<file path="src/rtl/diag_dac_pkg.sv">
`timescale 1ns/1ps
package diag_dac_pkg;
  localparam int unsigned SEL_W = 4;
  localparam int unsigned IDX_W = 4;
  localparam int unsigned FLAG_BIT = 8;

  typedef enum logic [1:0] {
    SRC_EARLY = 2'd0,
    SRC_FLAG  = 2'd1,
    SRC_MID   = 2'd2,
    SRC_BASE  = 2'd3
  } diag_src_e;
endpackage

</file>
<file path="src/rtl/diag_cfg_regs.sv">
`timescale 1ns/1ps
module diag_cfg_regs
  import diag_dac_pkg::*;
#(
  parameter int unsigned ADDR_W   = 12,
  parameter logic [ADDR_W-1:0] SEL_ADDR = 12'h400,
  parameter logic [ADDR_W-1:0] SRC_ADDR = 12'h410
) (
  input  logic              clk_i,
  input  logic              rst_ni,
  input  logic              we_i,
  input  logic [ADDR_W-1:0] addr_i,
  input  logic [7:0]        wdata_i,
  output logic [SEL_W-1:0]  ch_sel_o,
  output logic [IDX_W-1:0]  win_idx_o,
  output diag_src_e         src_o
);
  logic hit_sel, hit_src;
  assign hit_sel = we_i && (addr_i == SEL_ADDR);
  assign hit_src = we_i && (addr_i == SRC_ADDR);

  always_ff @(posedge clk_i or negedge rst_ni) begin
    if (!rst_ni) begin
      ch_sel_o  <= '0;
      win_idx_o <= '0;
    end else if (hit_sel) begin
      ch_sel_o  <= wdata_i[SEL_W-1:0];
      win_idx_o <= wdata_i[SEL_W +: IDX_W];
    end
  end

  always_ff @(posedge clk_i or negedge rst_ni) begin
    if (!rst_ni)      src_o <= SRC_EARLY;
    else if (hit_src) src_o <= diag_src_e'(wdata_i[1:0]);
  end
endmodule

</file>
<file path="src/rtl/diag_ch_mux.sv">
`timescale 1ns/1ps
module diag_ch_mux
  import diag_dac_pkg::*;
#(
  parameter int unsigned WORD_W = 16,
  parameter int unsigned BL_W   = 14
) (
  input  logic [WORD_W-1:0] early_i,
  input  logic [WORD_W-1:0] mid_i,
  input  logic              flag_i,
  input  logic [BL_W-1:0]   base_i,
  input  diag_src_e         src_i,
  output logic [WORD_W-1:0] word_o
);
  always_comb begin
    word_o = '0;
    unique case (src_i)
      SRC_EARLY: word_o = early_i;
      SRC_FLAG:  word_o[FLAG_BIT] = flag_i;
      SRC_MID:   word_o = mid_i;
      SRC_BASE:  word_o[BL_W-1:0] = base_i;
      default:   word_o = '0;
    endcase
  end
endmodule

</file>
<file path="src/rtl/diag_win_sel.sv">
`timescale 1ns/1ps
module diag_win_sel
  import diag_dac_pkg::*;
#(
  parameter int unsigned NUM_CH = 4,
  parameter int unsigned WORD_W = 16,
  parameter int unsigned DAC_W  = 8
) (
  input  logic [WORD_W-1:0] words_i [NUM_CH],
  input  logic [SEL_W-1:0]  ch_i,
  input  logic [IDX_W-1:0]  idx_i,
  output logic [IDX_W-1:0]  eff_idx_o,
  output logic [DAC_W-1:0]  code_o
);
  localparam logic [IDX_W-1:0] MAX_IDX = IDX_W'(WORD_W - DAC_W);

  logic [WORD_W-1:0] word;
  logic [WORD_W-1:0] shifted;

  // out-of-range channel matches no iteration and leaves zero
  always_comb begin
    word = '0;
    for (int c = 0; c < NUM_CH; c++) begin
      if (ch_i == SEL_W'(c)) word = words_i[c];
    end
  end

  assign eff_idx_o = (idx_i > MAX_IDX) ? MAX_IDX : idx_i;
  assign shifted   = word >> eff_idx_o;
  assign code_o    = shifted[DAC_W-1:0];
endmodule

</file>
<file path="src/rtl/diag_dac_sel.sv">
`timescale 1ns/1ps
module diag_dac_sel
  import diag_dac_pkg::*;
#(
  parameter int unsigned NUM_CH  = 4,
  parameter int unsigned WORD_W  = 16,
  parameter int unsigned DAC_W   = 8,
  parameter int unsigned BL_W    = 14,
  parameter int unsigned ADDR_W  = 12,
  parameter logic [ADDR_W-1:0] SEL_ADDR = 12'h400,
  parameter logic [ADDR_W-1:0] SRC_ADDR = 12'h410,
  parameter bit          DIAG_EN = 1'b1
) (
  input  logic                     clk_i,
  input  logic                     rst_ni,
  input  logic                     cfg_we_i,
  input  logic [ADDR_W-1:0]        cfg_addr_i,
  input  logic [7:0]               cfg_wdata_i,
  input  logic [NUM_CH*WORD_W-1:0] early_tap_i,
  input  logic [NUM_CH*WORD_W-1:0] mid_tap_i,
  input  logic [NUM_CH-1:0]        trk_flag_i,
  input  logic [NUM_CH*BL_W-1:0]   baseline_i,
  output logic [DAC_W-1:0]         dac_code_o
);
  localparam logic [SEL_W:0] NCH_L = (SEL_W+1)'(NUM_CH);
  localparam logic [IDX_W-1:0] MAX_IDX = IDX_W'(WORD_W - DAC_W);

  if (DIAG_EN) begin : g_on
    logic [SEL_W-1:0]  ch_sel;
    logic [IDX_W-1:0]  win_idx, eff_idx;
    diag_src_e         src;
    logic [WORD_W-1:0] ch_word [NUM_CH];
    logic [DAC_W-1:0]  code_d;
    logic [DAC_W-1:0]  code_q;

    diag_cfg_regs #(
      .ADDR_W(ADDR_W), .SEL_ADDR(SEL_ADDR), .SRC_ADDR(SRC_ADDR)
    ) i_cfg (
      .clk_i, .rst_ni,
      .we_i(cfg_we_i), .addr_i(cfg_addr_i), .wdata_i(cfg_wdata_i),
      .ch_sel_o(ch_sel), .win_idx_o(win_idx), .src_o(src)
    );

    for (genvar c = 0; c < NUM_CH; c++) begin : g_ch
      diag_ch_mux #(.WORD_W(WORD_W), .BL_W(BL_W)) i_mux (
        .early_i(early_tap_i[c*WORD_W +: WORD_W]),
        .mid_i  (mid_tap_i[c*WORD_W +: WORD_W]),
        .flag_i (trk_flag_i[c]),
        .base_i (baseline_i[c*BL_W +: BL_W]),
        .src_i  (src),
        .word_o (ch_word[c])
      );

      p_flag_only_r7: assert property (@(posedge clk_i) disable iff (!rst_ni)
        (src == SRC_FLAG) |-> ((ch_word[c] & ~(WORD_W'(1) << FLAG_BIT)) == '0));
      p_base_zext_r9: assert property (@(posedge clk_i) disable iff (!rst_ni)
        (src == SRC_BASE) |-> (ch_word[c][WORD_W-1:BL_W] == '0));
    end

    diag_win_sel #(.NUM_CH(NUM_CH), .WORD_W(WORD_W), .DAC_W(DAC_W)) i_win (
      .words_i(ch_word), .ch_i(ch_sel), .idx_i(win_idx),
      .eff_idx_o(eff_idx), .code_o(code_d)
    );

    always_ff @(posedge clk_i or negedge rst_ni) begin
      if (!rst_ni) code_q <= '0;
      else         code_q <= code_d;
    end
    assign dac_code_o = code_q;

    p_reset_zero_r1: assert property (@(posedge clk_i)
      !rst_ni |-> (dac_code_o == '0));
    p_idx_sat_r4: assert property (@(posedge clk_i) disable iff (!rst_ni)
      (win_idx > MAX_IDX) |-> (eff_idx == MAX_IDX));
    p_bad_ch_r5: assert property (@(posedge clk_i) disable iff (!rst_ni)
      ({1'b0, ch_sel} >= NCH_L) |=> (dac_code_o == '0));
    p_hold_r10: assert property (@(posedge clk_i) disable iff (!rst_ni)
      ($stable(code_d)) |=> $stable(dac_code_o));
    p_ignore_r11: assert property (@(posedge clk_i) disable iff (!rst_ni)
      (!cfg_we_i || (cfg_addr_i != SEL_ADDR && cfg_addr_i != SRC_ADDR))
      |=> ($stable(ch_sel) && $stable(win_idx) && $stable(src)));
  end else begin : g_off
    assign dac_code_o = '0;
  end
endmodule

</file>
<file path="config.mk">
export PLATFORM = sky130hd
export DESIGN_NAME = diag_dac_sel
export DESIGN_NICKNAME = d
export VERILOG_FILES = /design/src/rtl/diag_dac_pkg.sv /design/src/rtl/diag_cfg_regs.sv /design/src/rtl/diag_ch_mux.sv /design/src/rtl/diag_win_sel.sv /design/src/rtl/diag_dac_sel.sv
export SDC_FILE = /design/constraint.sdc
export NUM_CORES = 1
export LEC_CHECK = 0
export BUFFER_PORTS_ARGS = -buffer_cell sky130_fd_sc_hd__buf_2
export CAP_MARGIN = 20
export CORE_UTILIZATION = 35
export CTS_CLUSTER_SIZE = 14
export DETAILED_ROUTE_END_ITERATION = 10
export GPL_TIMING_DRIVEN = 0
export PLACE_DENSITY = 0.7
export SYNTH_ARGS = -nofsm -noshare
export SYNTH_HDL_FRONTEND = slang
export SYNTH_SLANG_ARGS = --single-unit
</file>
<file path="constraint.sdc">
create_clock -name clk_i -period 5 [get_ports clk_i]
set_input_delay 0.5 -clock clk_i [delete_from_list [all_inputs] [get_ports clk_i]]
set_output_delay 0.5 -clock clk_i [all_outputs]
set_load 0.03 [all_outputs]
</file>
==> flow_metrics.py <==
metrics = {
    "timing": {
        "worstMarginPinSlew_ns": 0.974,
        "hold_viol": 0,
        "rsz0062_at_grt": "false",
        "setup-tns-final_ns": 0,
        "slew_headroom_pct": 34.5,
        "hold_ws_ns": 0.167,
        "max_freq_mhz": 350,
        "slew_violations": 0,
        "finalSetupViolations": 0,
        "fin_worst_skew_ns": 0.00154,
        "layout_min_cycle_time_ns": 2.85,
        "post-route-period-util_pct": 57.1,
    },
    "final_layout": {
        "syn_to_final_growth_pct": 40.5,
        "instances_no_fill": 717,
        "diodes": 0,
        "drive_above_1_share_pct": 45.5,
        "finalNetCount": 821,
    },
    "global_route": {
        "grt_max_degree": 19,
        "grt_pass1_wl_mm": 22.5,
        "grt_pass1_vias": 4233,
        "antenna_found_initial": 0,
        "gr-usage-all-layers_pct": 30.0,
        "overflow": 0,
    },
    "synth": {
        "syn_area_sq_um": 3160,
        "synth_nets": 598,
        "yosysMostFrequentCell": "mux2i_1",
        "yosysUniqueCellTypes": 63,
        "synth_warnings": 0,
        "synth_top_area_share_pct": 16.2,
        "synthTopCellsByCount": "mux2i_1 (51), nand3_1 (31), a211oi_1 (26)",
        "ys_seq_area_share_pct": 14.3,
        "syn_inst": 387,
        "synth_area_leaders": "mux2i_1 (16%), dfrtp_1 (14%), a211oi_1 (6.2%)",
        "synth_edf_count": 0,
        "postSynthAreaPerCell_sq_um": 8.17,
        "ys_seq_elements": 18,
        "synth_top_area_cell": "mux2i_1",
        "synthArstFlopShare_pct": 100,
        "synth_top_flop_cell": "dfrtp_1",
    },
    "floorplan": {
        "ios": 219,
        "die_y_um": 97.0,
        "start_util_pct": 36.2,
        "core_sq_um": 8720,
        "die_w_um": 97.0,
        "rows": 34,
        "dieArea_sq_um": 9410,
    },
    "routing": {
        "wirelength_mm": 14.4,
        "drt-met1-wl_mm": 6.12,
        "wl_met2_mm": 6.90,
        "route.met3.wl_mm": 1.04,
        "topRoutingLayerUsed": "met4",
        "route.detailed.drc": 0,
        "drtAntennaViolNets": 0,
        "via_per_inst": 5.88,
        "firstDrtPassIters": 5,
        "initialDrtViolationCount": 209,
        "via_count": 4219,
        "wl_per_cell_um": 20.1,
    },
    "clocking": {
        "ctsRootBufferMaster": "clkbuf_8",
        "ctsHtreeMaxLevel": 1,
        "cts_made_buffers": 3,
        "clock_path_buffers": 2,
        "cts_setup_buffers": 0,
        "hold_buffers": 0,
        "path_clk_slew_ns": 0.07,
        "cts_tree": "yes",
        "ctsResizeCount": 0,
        "clock-sinks": 18,
        "clk_latency_ns": 0.25,
    },
    "critical_path": {
        "r2r-start": "g_on.i_cfg.src_o[1]",
        "worstSetupEndpointType": "register",
        "critical_path_class": "register to register",
        "crit_start": "g_on.i_cfg.src_o[1]",
        "critPathArrivalTime_ns": 2.97,
        "critPathMaxFanout": 10,
        "worst_setup_path_start_kind": "register",
        "cp_data_required_time_ns": 5.11,
    },
    "pwr": {
        "total_power_uw": 434,
        "cellLeakagePower_uw": 0.00192,
        "p_per_area_nw_per_um2": 97.6,
        "vdd_ir_drop_max_mv": 0.0971,
    },
    "place": {
        "portBuffers": 218,
        "hpwl_mm": 12.0,
        "dpl.cell_count": 713,
        "place.gp.congestion": 0.909,
    },
    "run_status": {
        "status": "completed",
    },
    "min_path": {
        "hp-class": "primary input to async pin",
    },
    "job": {
        "max_cap_viol_count": 0,
    },
}
-- final timing paths --
check                                          end  slack [ns]  depth (start not counted)
min in group clk_i         g_on.i_cfg.win_idx_o[1]        0.46                          3
hold / removal             g_on.i_cfg.win_idx_o[3]        0.17                          1
setup / recovery                     dac_code_o[5]        2.15                          9
setup reg to reg                     dac_code_o[5]        2.15                          9
hold reg to reg             g_on.i_cfg.ch_sel_o[3]        0.65                          2
max in group asynchronous      g_on.i_cfg.src_o[0]        4.55                          1
-- final cells by class --
type                    instances  area, sq um
fillers                       877         4280
well taps                     108          135
clock buffers                   4         55.1
repair buffers                218         1090
multi-input cells             323         2390
plain buffers                  42          305
flip-flops and latches         18          450
inverters                       4         15.0
-- worst max-delay path, cell delays in order, from the launching register on --
cell and delay [ns]:
dfrtp_1 0.37, buf_4 0.20, buf_8 0.16, buf_2 0.28, mux2i_1 0.25, a211oi_1 0.10
nor4_1 0.63, mux2i_1 0.24, a22oi_1 0.34, a21oi_1 0.13
-- through the flow --
stage	instance area (sq um)	util [%]	setup WS, ns
global placement	4390	50.3	2.17
floorplan	3160	-	2.88
detailed placement	4390	50.3	2.16
finish	4440	50.9	2.15
CTS	4440	50.9	2.17
global route	4440	50.9	1.97
-- placed cells by master (no fill, tap or decap), drive strengths merged, types with 4 or more instances in the layout --
master   netlist  layout
clkbuf        13      17
buf           29     247
a21oi         10      10
mux4           5       5
o21ai         21      21
mux2           9       9
nor2          10      10
nor3           9       9
dfrtp         18      18
a21boi        22      22
nand2b         5       5
o2111ai        4       4
mux2i         51      51
o22ai          9       9
nand4          4       4
nor4           9       9
a211oi        26      26
nand3         31      31
o211ai        20      20
nand2         22      22
inv            4       4
-- kinds of logic (layout without fill, tap and decap cells) --
| kind of cell | Yosys count | after routing | share of synthesized area [%] |
|---|---|---|---|
| AOI/OAI and AO/OA | 143 | 143 | 32.3 |
| buffers and inverters | 46 | 268 | 10.1 |
| and+or+nand+nor | 115 | 115 | 20.4 |
| muxes | 65 | 65 | 22.9 |
| DFF | 18 | 18 | 14.3 |
-- registers in the layout, summed over array words and instances, names as in the netlist --
register,count
g_on.i_cfg.win_idx_o,4
g_on.i_cfg.src_o,2
g_on.i_cfg.ch_sel_o,4
dac_code_o,8
-- report_power, final --
part | internal, uW | switching [uW]
Combinational | 89.3 | 75.7
Sequential | 149 | 1.16
Clock | 70.0 | 48.2
Total | 309 | 125
-- layer usage --
layer / vias to the layer above / global-route usage, %
li1: 1993 / -
met1: 1950 / 38.7
met2: 249 / 51.3
met3: 27 / 4.26
met4: 0 / 9.41
met5: - / 0
(Power assumes the default switching activity.)
